**src/rtl/prot_pkg.sv**
```systemverilog
package prot_pkg;
  typedef enum logic [2:0] {
    ST_OFF,
    ST_SOFT,
    ST_RUN,
    ST_OC_OFF,
    ST_BC_OFF,
    ST_OT_OFF,
    ST_OT_LATCH
  } prot_state_e;
endpackage

```
**src/rtl/prot_ms_timer.sv**
```systemverilog
module prot_ms_timer #(
  parameter int LIMIT = 51
) (
  input  logic clk,
  input  logic rst_n,
  input  logic run,
  input  logic tick,
  output logic done
);
  localparam int W = $clog2(LIMIT + 1);
  localparam logic [W-1:0] LIM = W'(LIMIT);

  logic [W-1:0] cnt;

  always_ff @(posedge clk or negedge rst_n) begin
    if (!rst_n)                  cnt <= '0;
    else if (!run)               cnt <= '0;
    else if (tick && cnt != LIM) cnt <= cnt + 1'b1;
  end

  assign done = (cnt == LIM);
endmodule

```
**src/rtl/prot_event_counter.sv**
```systemverilog
module prot_event_counter #(
  parameter int COUNT = 4
) (
  input  logic clk,
  input  logic rst_n,
  input  logic clr,
  input  logic hit,
  output logic last
);
  localparam int W = $clog2(COUNT + 1);
  localparam logic [W-1:0] TOP  = W'(COUNT);
  localparam logic [W-1:0] LAST = W'(COUNT - 1);

  logic [W-1:0] cnt;

  always_ff @(posedge clk or negedge rst_n) begin
    if (!rst_n)                 cnt <= '0;
    else if (clr)               cnt <= '0;
    else if (hit && cnt != TOP) cnt <= cnt + 1'b1;
  end

  assign last = (cnt == LAST);
endmodule

```
**src/rtl/supply_prot_seq.sv**
```systemverilog
module supply_prot_seq
  import prot_pkg::*;
#(
  parameter int OC_ON_MS       = 51,
  parameter int OC_OFF_MS      = 900,
  parameter int BC_ON_MS       = 2,
  parameter int BC_OFF_MS      = 50,
  parameter int OT_LATCH_COUNT = 4
) (
  input  logic clk,
  input  logic rst_n,
  input  logic ms_tick,
  input  logic en,
  input  logic dcl,
  input  logic oc_flag,
  input  logic bc_flag,
  input  logic ot_flag,
  input  logic ss_done,
  input  logic uvlo,
  input  logic if_reset,
  output logic pwr_en,
  output logic ss_req,
  output logic olf,
  output logic bcf,
  output logic otf,
  output logic flt_n
);
  prot_state_e state_q, state_d;

  logic powered, in_oc_off, in_bc_off, in_thermal;
  logic oc_run, bc_run;
  logic oc_trip, bc_trip, oc_off_done, bc_off_done;
  logic ot_enter, ot_last;
  logic static_olf_q;

  assign powered    = (state_q == ST_SOFT) || (state_q == ST_RUN);
  assign in_oc_off  = (state_q == ST_OC_OFF);
  assign in_bc_off  = (state_q == ST_BC_OFF);
  assign in_thermal = (state_q == ST_OT_OFF) || (state_q == ST_OT_LATCH);

  assign oc_run   = oc_flag & ~dcl & powered;
  assign bc_run   = bc_flag & powered;
  assign ot_enter = en & ot_flag & (powered | in_oc_off | in_bc_off);

  // on-window timers (fault must persist) and off-window timers
  prot_ms_timer #(.LIMIT(OC_ON_MS)) u_oc_on (
    .clk(clk), .rst_n(rst_n), .run(oc_run), .tick(ms_tick), .done(oc_trip));
  prot_ms_timer #(.LIMIT(BC_ON_MS)) u_bc_on (
    .clk(clk), .rst_n(rst_n), .run(bc_run), .tick(ms_tick), .done(bc_trip));
  prot_ms_timer #(.LIMIT(OC_OFF_MS)) u_oc_off (
    .clk(clk), .rst_n(rst_n), .run(in_oc_off), .tick(ms_tick), .done(oc_off_done));
  prot_ms_timer #(.LIMIT(BC_OFF_MS)) u_bc_off (
    .clk(clk), .rst_n(rst_n), .run(in_bc_off), .tick(ms_tick), .done(bc_off_done));

  prot_event_counter #(.COUNT(OT_LATCH_COUNT)) u_ot_cnt (
    .clk(clk), .rst_n(rst_n), .clr(~en), .hit(ot_enter), .last(ot_last));

  always_comb begin
    state_d = state_q;
    if (!en) begin
      state_d = ST_OFF;
    end else if (ot_enter) begin
      state_d = ot_last ? ST_OT_LATCH : ST_OT_OFF;
    end else begin
      unique case (state_q)
        ST_OFF:    state_d = ST_SOFT;
        ST_SOFT, ST_RUN: begin
          if (oc_trip)                           state_d = ST_OC_OFF;
          else if (bc_trip)                      state_d = ST_BC_OFF;
          else if (state_q == ST_SOFT && ss_done) state_d = ST_RUN;
        end
        ST_OC_OFF: if (oc_off_done) state_d = ST_SOFT;
        ST_BC_OFF: if (bc_off_done) state_d = ST_SOFT;
        ST_OT_OFF: if (!ot_flag)    state_d = ST_SOFT;
        default:   state_d = state_q;
      endcase
    end
  end

  always_ff @(posedge clk or negedge rst_n) begin
    if (!rst_n) state_q <= ST_OFF;
    else        state_q <= state_d;
  end

  // static-mode clamp flag: set by overcurrent, cleared at end of soft-start
  always_ff @(posedge clk or negedge rst_n) begin
    if (!rst_n) static_olf_q <= 1'b0;
    else        static_olf_q <= powered && !(state_q == ST_SOFT && ss_done) &&
                                (static_olf_q || (dcl && oc_flag));
  end

  assign pwr_en = powered;
  assign ss_req = (state_q == ST_SOFT);
  assign olf    = in_oc_off | (static_olf_q & powered);
  assign bcf    = in_bc_off;
  assign otf    = in_thermal;
  assign flt_n  = ~(in_oc_off | in_thermal | uvlo | if_reset);
endmodule

```
**config.mk**
```make
export PLATFORM = sky130hd
export DESIGN_NAME = supply_prot_seq
export DESIGN_NICKNAME = d
export VERILOG_FILES = /design/src/rtl/prot_pkg.sv /design/src/rtl/prot_ms_timer.sv /design/src/rtl/prot_event_counter.sv /design/src/rtl/supply_prot_seq.sv
export SDC_FILE = /design/constraint.sdc
export NUM_CORES = 1
export LEC_CHECK = 0
export CORE_MARGIN = 2
export CORE_UTILIZATION = 50
export CTS_CLUSTER_DIAMETER = 100
export CTS_CLUSTER_SIZE = 20
export DETAILED_ROUTE_END_ITERATION = 8
export DONT_BUFFER_PORTS = 1
export PLACE_DENSITY = 0.76
export SLEW_MARGIN = 0
export SYNTH_ARGS = -nofsm -noshare
export SYNTH_HDL_FRONTEND = slang
export SYNTH_HIERARCHICAL = 1
export SYNTH_SLANG_ARGS = --single-unit
```
**constraint.sdc**
```tcl
create_clock -name clk -period 1.7 [get_ports clk]
set_input_delay 0.51 -clock clk [delete_from_list [all_inputs] [get_ports clk]]
set_output_delay 0.51 -clock clk [all_outputs]
set_load 0.05 [all_outputs]
```
### Word level (Yosys, flattened, before mapping)

Cells that the tools add are included.

| operators by class | value |
|---|---|
| eq/ne operators | 26 |
| mux-type cells | 20 |
| reduce and logical (&&, ||, !) cells | 16 |
| add/subtract/negate cells | 5 |
| bitwise operators | 14 |

Operators by type and width:

| kind | count |
|---|---|
| $mux W3 | 10 |
| $mux W6 | 4 |
| $mux W10 | 2 |
| $pmux W3 S5 | 1 |
| $add A6 B1 Y6 const B | 2 |
| $eq A6 B6 Y1 const B | 2 |
| $ne A6 B6 Y1 const B | 2 |
| $add A10 B1 Y10 const B | 1 |
| $eq A10 B10 Y1 const B | 1 |
| $ne A10 B10 Y1 const B | 1 |
| $eq A3 B2 Y1 const B | 3 |
| $eq A3 B3 Y1 const B | 3 |
| $logic_and A1 B1 Y1 | 9 |
| $ne A4 B2 Y1 const B | 2 |
| $ne A7 B1 Y1 const B | 1 |
| $and A1 B1 Y1 | 6 |
| $mux W2 | 3 |
| $ne A2 B1 Y1 const B | 3 |
| $ne A2 B2 Y1 const B | 3 |
| $ne A6 B5 Y1 const B | 1 |
| $or A1 B1 Y1 | 6 |
| $reduce_and A5 Y1 | 1 |
| $ne A4 B3 Y1 const B | 1 |
| $add A3 B1 Y3 const B | 1 |
| other kinds (9) | 12 |

| storage, ports and cells | value |
|---|---|
| register bits after elaboration | 31 |
| input bits | 11 |
| word-level logic and storage cells | 88 |

### Logic depth before layout (Yosys ltp)

| logic depth | value |
|---|---|
| depth after elaboration | 8 |
| mapped depth | 8 |

### By module

Netlist, hierarchy kept.

By module, submodules not included:

| module | cells each | area each (um^2) | times used | sequential area each (um^2) |
|---|---|---|---|---|
| prot_ms_timer at u_oc_off | 66 | 603.1 | 1 | 250.2 |
| supply_prot_seq | 52 | 424.2 | 1 | 100.1 |
| prot_ms_timer at u_bc_off | 41 | 399.1 | 1 | 150.1 |
| prot_ms_timer at u_oc_on | 37 | 379.1 | 1 | 150.1 |
| prot_event_counter | 18 | 190.2 | 1 | 75.1 |
| prot_ms_timer at u_bc_on | 10 | 113.9 | 1 | 50.0 |

### Least setup slack after synthesis

No wires, ideal clock.

| path | value |
|---|---|
| path kind | flip-flop to output port |
| from | register state_q[1] |
| to | output flt_n |
| path slack | -1.342 ns |
| data arrival time | 2.532 ns |
| stages on the path, launching flop included | 5 |
| path through | dfrtp_1 > buf_6 > xnor2_1 > nor2b_1 > nor4_1 |

| on the way | value |
|---|---|
| longest elaborated chain between the ends | 6 |
| elaborated cells between the ends (all ways) | 8 |
| classes of those cells | eq/ne (3); bitwise (4); reduce/logical (1) |

Ends and longest elaborated chain:

| what | RTL line | text |
|---|---|---|
| start, declared | supply_prot_seq.sv:28 | `prot_state_e state_q, state_d;` |
| start signal, assigned | supply_prot_seq.sv:82 | `else state_q <= state_d;` |
| $eq A3 B3 Y1 | supply_prot_seq.sv:39 | `assign in_thermal = (state_q == ST_OT_OFF) \|\| (state_q == ST_OT_LATCH);` |
| $logic_or A1 B1 Y1 * | supply_prot_seq.sv:39 |  |
| via otf | supply_prot_seq.sv:25 | `output logic otf,` |
| $or A1 B1 Y1 * (3 in a row) | supply_prot_seq.sv:97 | `assign flt_n = ~(in_oc_off \| in_thermal \| uvlo \| if_reset);` |
| $not A1 Y1 * | supply_prot_seq.sv:97 |  |
| end, declared | supply_prot_seq.sv:26 | `output logic flt_n` |

Mark *: on every way through the listed nets, which the timed path passes. The rest lies on a longest branch.

### Worst setup path after layout

| path | value |
|---|---|
| from | register state_q[1] |
| to | output bcf |

| on the way | value |
|---|---|
| longest elaborated chain between the ends | 1 |

Ends and longest elaborated chain:

| what | RTL line | text |
|---|---|---|
| $eq A3 B3 Y1 | supply_prot_seq.sv:38 | `assign in_bc_off = (state_q == ST_BC_OFF);` |
| end, declared | supply_prot_seq.sv:24 | `output logic bcf,` |

Every way passes these cells.

==> flow_summary.ini <==
[global_routing]
grt_pass1_vias = 1841
grt-ovfl-total = 0
grt_usage_pct = 23.36
grt_pass1_wl_mm = 8.328
grt_max_degree = 35
antenna_found_initial = 0

[clock_tree]
numCtsBuffers = 5
cts-htree-levels = 2
clk_pin_slew_ps = 70
clock-sinks = 31
clk_latency_ps = 280
tritoncts = built
clockRootBuffer = clkbuf_8
clockBufferDepth = 2

[synthesis]
synth_top_area_share_pct = 36.77
synthCells = 224
synth.distinct_cells = 58
synthFlopType = dfrtp_1
synth_edf_count = 0
synthTopCellsByArea = dfrtp_1 37%, ha_1 5.3%, nand2_1 3.7%
ys_seq_elements = 31
yosysTopAreaCell = dfrtp_1
synth_area_per_cell_um2 = 9.418
synth_seq_area_share_pct = 36.77
ys_warn_count = 6
netlist_area_um2 = 2110
async_reset_ff_share_pct = 100.0
synthesis.nets = 244

[detailed_routing]
drc = 0
vias = 1999
met3WireLength_um = 285
wl_met1_mm = 2.339
met2_length_mm = 2.939
wl_per_cell_um = 17.57
drt-total-wl_mm = 5.728
drt-vias-per-instance = 6.132
top_layer = met4
drtIter0Drc = 143
drt_pass1_iterations = 4
ant_nets = 0

[die]
dieArea_um2 = 4755
rows = 23
design.portCount = 17
fp.dieW_um = 68.96
core_um2 = 4029
die_y_um = 68.96
start_util_pct = 52.36

[worst_setup_path]
rr_startpoint = state_q[1]
worstRegToRegCells = 6
path_max_fanout = 5
rr_endpoint = u_ot_cnt/cnt[1]
cp.arrival_ps = 1460
r2r_slack_ps = -230
crit_slowest_cell = dfrtp_2
critPathKind = flop to output port
cp_slowest_stage_delay_ps = 470
crit_required_ps = 1190
setup.worst_path.start_class = flop
crit_chain = or3b_4 > clkinvlp_4 > buf_12
endpoint_kind = output port

[layout]
area_growth_pct = 39.15
final_util_pct = 72.86
nets = 296
fin_cells = 326
drive_gt1_share_pct = 37.68
diodes = 0

[sta]
fmax_mhz = 507.5
slew_headroom_pct = 78.73
holdWs_ps = 46.06
worst_pin_slew_ps = 317.0
finalCritPeriodShare_pct = 115.9
hold_violations = 0
setup_violations = 15
rsz0062_at_grt = true
setup_ws_ps = -270.5
fin_skew_ps = 5.993
fin_crit_ps = 1971
report.final.slew_viol_count = 0

[min_path]
hold_class = input pin to async pin

[power_and_ir_drop]
internal_power_w = 0.002101
ir_worst_vdd_mv = 1.149
switching_share_pct = 38.88
power_w = 0.003438
combPwrFrac_pct = 56.0
switchingPower_w = 0.001337
seqPwrFrac_pct = 26.5
power.density_nw_per_um2 = 1171
p_leak_nw = 1.219
p_clk_share_pct = 17.5

[run_status]
violations = setup timing
status = finished, violations left

[placement]
io_buffers = 0
dp.cells = 303
preCtsSetupSlack_ps = -81.75
dpl.hpwl_mm = 3.401
place_congestion = 0.9194

[run]
max_cap_violations = 0
==> registers in the layout, summed over array words and instances (netlist names) <==
signal	count
state_q	3
static_olf_q	1
u_bc_off/cnt	6
u_bc_on/cnt	2
u_oc_off/cnt	10
u_oc_on/cnt	6
u_ot_cnt/cnt	3
==> cells in the final DEF (no fill, tap or decap), types with 3 or more instances in the layout <==
| master | count |
|---|---|
| or3_1 | 5 |
| nand2_1 | 21 |
| o21ai_0 | 6 |
| xnor2_1 | 5 |
| ha_1 | 8 |
| nor2_1 | 5 |
| nand4_1 | 11 |
| nand3_1 | 9 |
| buf_4 | 37 |
| nand4b_1 | 5 |
| nand2b_1 | 4 |
| nor2b_1 | 3 |
| clkbuf_8 | 6 |
| and2_1 | 5 |
| inv_1 | 10 |
| nand3b_1 | 4 |
| o2111ai_1 | 4 |
| or4_1 | 4 |
| buf_8 | 3 |
| mux2i_1 | 5 |
| buf_12 | 3 |
| a21oi_1 | 6 |
| buf_6 | 10 |
| o21ai_1 | 3 |
| dfrtp_1 | 28 |
| dfrtp_2 | 3 |
==> worst max-delay path by stage <==
stage | startpoint | endpoint | cells after the start
after floorplan | state_q[0] | flt_n | 4
after global placement | state_q[0] | flt_n | 4
after detailed placement | state_q[0] | u_oc_on/cnt[0] | 7
after CTS | state_q[0] | bcf | 3
after global routing | state_q[1] | bcf | 3
final | state_q[1] | bcf | 3
==> cells in the mapped netlist (2+ instances only) <==
cell       instances
nand3_1           10
mux2_2             2
buf_6              3
a31oi_1            2
xnor2_1            6
nor2_1             8
o31ai_1            2
nand2b_1           4
and2_1             6
o21ai_0            9
nor2b_1            5
ha_1               9
o2111ai_1          5
or3_1              5
dfrtp_1           31
nand4_1           11
nand4b_1           5
buf_2              3
and3b_2            2
a21oi_1            7
a21boi_1           3
inv_1             13
nand3b_1           4
mux2i_1            5
or4_1              5
nor3_1             4
nor4_1             3
nand2_1           21
o311ai_1           2
==> repair_timing <==
action,4_1_cts,5_1_grt
hold buffers,1,0
endpoints found under the setup margin,13,22
gates cloned,0,1
gates resized for setup,23,26
pin swaps,14,15
hold endpoints to repair,31,0
setup buffers,8,6
==> cell type report <==
class | instances | area (um^2)
sequential | 31 | 779.5
multi-input combinational | 171 | 1430
timing repair buffer | 54 | 520.5
fill | 260 | 1094
clock buffer | 6 | 82.58
inverter | 13 | 55.05
tap | 50 | 62.56
clock inverter | 1 | 5.005
==> per-layer routing <==
layer / vias to the layer above / global-route usage, %
li1: 932 / -
met1: 979 / 30.69
met2: 70 / 37.98
met3: 18 / 4.708
met4: 0 / 8.578
met5: - / 0
==> stage by stage <==
| stage | instance area [um^2] | TNS (ps) |
|---|---|---|
| 2_1_floorplan | 2190 | -789.0 |
| 3_3_place_gp | 2490 | -23.62 |
| 3_5_place_dp | 2490 | -266.2 |
| 4_1_cts | 2756 | -1210 |
| 5_1_grt | 2935 | -2882 |
| 6_report | 2935 | -2037 |
==> power groups by stage <==
stage | sequential [W] | combinational [W] | clock, W
2_1_floorplan | 0.000864 | 0.000999 | 0
3_3_place_gp | 0.000899 | 0.00133 | 0
3_5_place_dp | 0.000904 | 0.00136 | 0
6_report | 0.000912 | 0.00193 | 0.000600
4_1_cts | 0.000894 | 0.00164 | 0.000598
5_1_grt | 0.000920 | 0.00203 | 0.000632
==> worst max-delay path: cells and delay by family (launching register included) <==
kind / cells / cell delay, ps
buffers and inverters: 2 / 250
and+or+nand+nor: 1 / 450
DFF: 1 / 470
==> cells by family (layout without fill, tap and decap cells) <==
logic type,count (synthesis),in the layout,synth area share [%]
AND/OR/NAND/NOR,106,106,31.26
AO/OA/AOI/OAI,42,42,14.89
flip-flops,31,31,36.77
buffers and inverters,22,74,5.397
adder cells (fa/ha/maj),9,9,5.338
XOR/XNOR,7,7,2.906
multiplexers,7,7,3.440
Note: power is estimated with default switching activity, not from simulation.
